--- src/rtl/cfg_par_rx_pkg.sv ---
package cfg_par_rx_pkg;
    localparam int DATA_W = 8;

    typedef struct packed {
        logic prev_sel;
        logic prev_wr;
        logic locked;
        logic pulse;
    } proto_st_t;
endpackage

--- src/rtl/cfg_par_rx_proto.sv ---
module cfg_par_rx_proto
    import cfg_par_rx_pkg::*;
(
    input  logic clk,
    input  logic rst_n,
    input  logic cs_n,
    input  logic wr_n,
    output logic blocked,
    output logic abort_pulse
);
    proto_st_t st_d, st_q;
    logic      flip;

    always_comb begin
        st_d  = st_q;
        flip  = !cs_n && st_q.prev_sel && (wr_n != st_q.prev_wr) && !st_q.locked;
        st_d.pulse    = flip;
        st_d.prev_sel = !cs_n;
        st_d.prev_wr  = wr_n;
        if (cs_n)
            st_d.locked = 1'b0;
        else if (flip)
            st_d.locked = 1'b1;
        blocked = st_q.locked || flip;
    end

    always_ff @(posedge clk or negedge rst_n) begin
        if (!rst_n)
            st_q <= '{prev_sel: 1'b0, prev_wr: 1'b1, locked: 1'b0, pulse: 1'b0};
        else
            st_q <= st_d;
    end

    assign abort_pulse = st_q.pulse;
endmodule

--- src/rtl/cfg_par_rx_hold.sv ---
module cfg_par_rx_hold #(
    parameter int W = 8
) (
    input  logic         clk,
    input  logic         rst_n,
    input  logic         take,
    input  logic [W-1:0] din,
    input  logic         snk_ready,
    output logic         busy,
    output logic         out_valid,
    output logic [W-1:0] out_data
);
    typedef struct packed {
        logic         full;
        logic [W-1:0] data;
    } hold_st_t;

    hold_st_t st_d, st_q;

    always_comb begin
        st_d = st_q;
        busy = st_q.full || !snk_ready;
        if (take && !busy) begin
            st_d.full = 1'b1;
            st_d.data = din;
        end else if (st_q.full && snk_ready) begin
            st_d.full = 1'b0;
        end
    end

    always_ff @(posedge clk or negedge rst_n) begin
        if (!rst_n)
            st_q <= '0;
        else
            st_q <= st_d;
    end

    assign out_valid = st_q.full;
    assign out_data  = st_q.data;
endmodule

--- src/rtl/cfg_par_rx.sv ---
module cfg_par_rx
    import cfg_par_rx_pkg::*;
#(
    parameter int W = DATA_W
) (
    input  logic         clk,
    input  logic         rst_n,
    input  logic         cs_n,
    input  logic         wr_n,
    input  logic [W-1:0] din,
    output logic         busy,
    output logic         abort_pulse,
    output logic         out_valid,
    output logic [W-1:0] out_data,
    input  logic         snk_ready
);
    logic blocked;
    logic take;

    cfg_par_rx_proto u_proto (
        .clk         (clk),
        .rst_n       (rst_n),
        .cs_n        (cs_n),
        .wr_n        (wr_n),
        .blocked     (blocked),
        .abort_pulse (abort_pulse)
    );

    assign take = !cs_n && !wr_n && !blocked;

    cfg_par_rx_hold #(.W(W)) u_hold (
        .clk       (clk),
        .rst_n     (rst_n),
        .take      (take),
        .din       (din),
        .snk_ready (snk_ready),
        .busy      (busy),
        .out_valid (out_valid),
        .out_data  (out_data)
    );
endmodule

--- config.mk ---
export PLATFORM = sky130hd
export DESIGN_NAME = cfg_par_rx
export DESIGN_NICKNAME = d
export VERILOG_FILES = /design/src/rtl/cfg_par_rx_pkg.sv /design/src/rtl/cfg_par_rx_proto.sv /design/src/rtl/cfg_par_rx_hold.sv /design/src/rtl/cfg_par_rx.sv
export SDC_FILE = /design/constraint.sdc
export NUM_CORES = 1
export LEC_CHECK = 0
export BUFFER_PORTS_ARGS = -buffer_cell sky130_fd_sc_hd__buf_2
export CORE_AREA = 4 4 41 43
export DETAILED_ROUTE_END_ITERATION = 6
export DIE_AREA = 0 0 45 47
export GPL_TIMING_DRIVEN = 0
export PLACE_DENSITY = 0.69
export REMOVE_ABC_BUFFERS = 1
export SLEW_MARGIN = 5
export SYNTH_ARGS = -nofsm -noshare
export SYNTH_HDL_FRONTEND = slang
export SYNTH_SLANG_ARGS = --single-unit
--- constraint.sdc ---
create_clock -name clk -period 1.8 [get_ports clk]
set_input_delay 0.36 -clock clk [delete_from_list [all_inputs] [get_ports clk]]
set_output_delay 0.36 -clock clk [all_outputs]
set_load 0.005 [all_outputs]
* Word-level counts from Yosys, hierarchy flattened
Cells that the tools add are included.
** Operators by class
- Equality and inequality tests :: 1
- Reduce and logical (&&, ||, !) cells :: 17
- Mux-type cells :: 4
** Operators with widths (number)
- $logic_and 1x1->1 :: 7
- $logic_not 1->1 :: 6
- $mux 1 :: 4
- $reduce_bool 2->1 :: 2
- $logic_or 1x1->1 :: 2
- $ne 1x1->1 :: 1
** Word-level totals
- Output and inout bits :: 11
- Input bits :: 13
- Word-level logic and storage cells :: 28
- Register bits after elaboration :: 13

* Longest topological paths before layout
- Depth after elaboration :: 9
- Gate-level depth with buffers :: 4
- Depth with buffers taken out :: 3

* Hierarchy
From an unflattened synthesis, not the netlist that was laid out.
** Unflattened totals
- Cells, all modules :: 32
- Area total of the unflattened synthesis :: 504.2 sq um
** Modules (own cells, without submodules)
- cfg_par_rx_hold :: times used 1, sequential area each 225.2 sq um, cells each 21, area an instance 347.8 sq um
- cfg_par_rx_proto :: times used 1, sequential area each 101.3 sq um, cells each 10, area an instance 146.4 sq um
- cfg_par_rx :: times used 1, sequential area each 0.0 sq um, cells each 1, area an instance 10.0 sq um

* Worst setup path before layout
Ideal clock, no wire load.
- Path type :: reg-to-reg
- Start :: reg u_hold.st_q (netlist bit u_hold.out_valid)
- End :: reg u_hold.st_q (netlist bit u_hold.out_data[0])
- Data arrival time :: 1.449 ns
- Stages on the path, launching flop included :: 5
- Clock period less this slack :: 1.574 ns
- Setup slack :: 0.226 ns
- Required time :: 1.675 ns
- Library setup time :: 0.125 ns
- Cells stage by stage :: dfrtp_1 nand2b_4 or4b_1 buf_6 mux2_4
** On the way
- Cells in the longest elaborated chain, start to end :: 3
** Ends and longest elaborated chain
- start, declared :: line cfg_par_rx_hold.sv:18 : hold_st_t st_d, st_q;
- start signal, assigned :: line cfg_par_rx_hold.sv:35 : st_q <= st_d;
- $logic_or 1x1->1 :: line cfg_par_rx_hold.sv:22 : busy = st_q.full || !snk_ready;
- via busy :: line cfg_par_rx.sv:11 : output logic busy,
- $logic_not 1->1 :: line cfg_par_rx_hold.sv:23 : if (take && !busy) begin
- $logic_and 1x1->1 :: line cfg_par_rx_hold.sv:23
The timed path passes the listed nets, and every way through them passes these cells.
A chain may end at the register's enable or synchronous reset.

* Worst setup path in the final report
- Start :: reg u_proto.st_q[3] in the netlist's numbering
- End :: reg u_hold.st_q (netlist bit u_hold.out_data[1])
** On the way
- Cells in the longest elaborated chain, start to end :: 7
** Ends and longest elaborated chain
- start, declared :: line cfg_par_rx_proto.sv:11 : proto_st_t st_d, st_q;
- start signal, assigned :: line cfg_par_rx_proto.sv:29 : st_q <= '{prev_sel: 1'b0, prev_wr: 1'b1, locked: 1'b0, pulse: 1'b0};
- start signal, assigned :: line cfg_par_rx_proto.sv:31 : st_q <= st_d;
- $logic_and 1x1->1 (3 in a row) :: line cfg_par_rx_proto.sv:16 : flip = !cs_n && st_q.prev_sel && (wr_n != st_q.prev_wr) && !st_q.locked;
- $logic_or 1x1->1 :: line cfg_par_rx_proto.sv:24 : blocked = st_q.locked || flip;
- $logic_not 1->1 :: line cfg_par_rx.sv:29 : assign take = !cs_n && !wr_n && !blocked;
- $logic_and 1x1->1 :: line cfg_par_rx.sv:29
- $logic_and 1x1->1 :: line cfg_par_rx_hold.sv:23
No other way between the ends.

==> impl_results.md <==
* Vias per Instance at 4.61
* Critical Path Source Type: flop
* Router iterations before antenna repair at 2
* Slew of the pin with the lowest slew margin at 0.276 ns
* CTS Root Cell: clkbuf_4
* Post-CTS setup buffers at 0
* Finished Core Util at 52.9%
* Unrepaired setup endpoints after global routing: false
* Synth cell types at 13
* Port bufs at 23
* Slew Viols, Final at 0
* Minimum clock period at 1.59 ns
* Worst Path Arrival at 1.75 ns
* Slowest-stage cell, CP: or4b_4
* Maximum Capacitance Violations at 0
* DIE AREA at 2120 sq um
* Initial Utilization at 40.4%
* Core box area at 1300 sq um
* Vias in the first global route at 343
* Commonest non-fill, non-tap cells in the layout: buf_2, dfrtp_1, mux2_4
* Share of cells above drive strength 1 at 61.7%
* Seq cells post-synth at 13
* Min setup slack post-route at 0.206 ns
* CTS tree: built
* # diodes at 0
* Crit-path leading delay family: simple AND/OR/NAND/NOR gates
* Crit path capture type: flop
* Post-layout nets at 74
* Area occupied by registers at 327 sq um
* Die Y at 47 um
* CTS Buf Count at 3
* Wirelength, routed at 930 um
* Most common cell after layout, fill and taps aside: buf_2
* Fmax achieved at 627 MHz
* Seq/Total Area, Yosys at 62.1%
* Synthesized area at 526 sq um
* GRT Total Usage at 10.2%
* Outcome: finished, final reports clean
* DP Area at 648 sq um
* Grt ovf at 0
* Worst-path clk slew at 0.07 ns
* # setup viols final at 0
* Depth of the worst hold-timing path at 1
* # IOs at 24
* Clk sinks at 13
* # DRC at 0
* Max stage delay on crit path at 0.59 ns
* Max_slew headroom at 81.6%
* Worst IR Drop VDD at 0.430 mV
* Synth warn at 0
* Clock Skews at 0.00170 ns
* Max clock buf depth at 2
* Standard-cell row count at 13
* Largest net degree at the start of global routing at 14
* Initial antenna violation count at 0
* FF-to-FF End: u_hold.out_data[1]
* Pwr Density at 1070 nW/um^2
* Largest fanout on the critical path at 9
* Pleak at 0.378 nW
* Hold path start: wr_n
* Hold Fails Final Rpt at 0
* Kind of critical path: reg2reg
* Die X at 45 um
* Final instance area at 688 sq um
* Hold Path Class: in2reg
* Reg2reg start: u_proto.st_q[3]
* Final period util at 88.6%
* Mean cell area of the mapped netlist at 15.9 sq um
* Pre-CTS setup slack at -0.0521 ns
* Reg2Reg Setup Slack at 0.21 ns
* Fillers at 123
* Crit-path cells: a21oi_1 > or4b_4 > mux2_4
* Hold endpoint: u_proto.st_q[2]
* Final ANT Viol Nets at 0
* Multi-input logic area at 184 sq um
* Vias at 346
* First-pass GRT wire length at 1.41 mm
* Buf+Inv Stages, Crit Path at 0
* Reg2Reg Depth at 3
* P&R area growth vs syn at 31.0%
* Routability cong. at 0.653
* Worst path required time at 1.95 ns
* Initial DRC Count at 1
* Routed len/inst at 12.4 um
* H-tree Lvls at 1
* Cells after Synth at 33
* Clock latency on the worst-skew pair at 0.27 ns
cell families (layout without fill, tap and decap cells):
group,Yosys count,count (layout),synth area share (%)
multiplexers,8,8,22.9
AND/OR/NAND/NOR,5,5,6.90
flip-flops,13,13,62.1
buffers and inverters,3,30,3.57
AO/OA/AOI/OAI,3,3,2.86
XOR/XNOR,1,1,1.67
registers in the layout, summed over array words and instances, names as in the netlist:
name,cells
u_hold.out_data,8
u_hold.out_valid,1
u_proto.abort_pulse,1
u_proto.st_q,3
synth_stat cells:
cell       n  area share [%]
inv_1      2             1.4
or4b_1     1             1.9
nand2_1    1            0.71
dfrtp_1   12              57
buf_6      1             2.1
xor2_1     1             1.7
nor3_1     1            0.95
mux2_4     8              23
nor2_1     1            0.71
nand2b_4   1             2.6
dfstp_2    1             5.0
o21ai_0    1            0.95
a21oi_1    2             1.9
worst register-to-register path, stage by stage, from the launching register on:
cell	delay (ns)
dfrtp_1	0.40
a21oi_1	0.14
or4b_4	0.59
mux2_4	0.34
how the worst max path moves through the flow:
stage,cells after the start,slack (ns),from,end
after global placement,4,-0.02,wr_n,u_hold.out_data[1]
after floorplan,3,0.10,u_hold.out_valid,u_hold.out_data[0]
after CTS,3,0.19,u_hold.out_valid,u_hold.out_data[1]
after detailed placement,4,-0.05,wr_n,u_hold.out_data[1]
final,3,0.21,u_proto.st_q[3],u_hold.out_data[1]
after global routing,3,0.16,u_hold.out_valid,u_hold.out_data[1]
power by group:
group | total, mW | internal [mW] | switching, mW | leakage (nW)
clock | 0.172 | 0.0858 | 0.0866 | 0.0150
combinational | 0.183 | 0.123 | 0.0602 | 0.205
sequential | 0.382 | 0.352 | 0.0306 | 0.158
total | 0.738 | 0.561 | 0.177 | 0.378
cell type report:
class / instances / share of cell area, %
Clock buffer: 4 / 3.82
Inverter: 2 / 1.09
Multi-Input combinational cell: 17 / 26.7
Sequential cell: 13 / 47.5
Tap cell: 15 / 2.73
Timing Repair Buffer: 24 / 18.2
per-stage QoR:
stage                     power [mW]  hold WS (ns)  setup TNS [ns]  cells
after floorplan                0.483        0.0644               0     32
after detailed placement       0.572         0.256          -0.305     70
after global placement         0.566         0.256          -0.114     70
after global routing           0.782         0.190               0     75
final                          0.738         0.211               0     75
after CTS                      0.752         0.200               0     75
metal layers:
layer | part of all wire, % | track usage, %
met5 | 0 | 0
met4 | 0 | 5.26
met3 | 11 | 5.75
met2 | 49 | 15.5
met1 | 40 | 11.6
repair_timing:
item	in CTS	in global routing
endpoints found under the hold margin	12	0
setup endpoints to repair	8	0
hold buffers	1	0
gates resized for setup	1	0
Power figures use the tool's default switching activity.
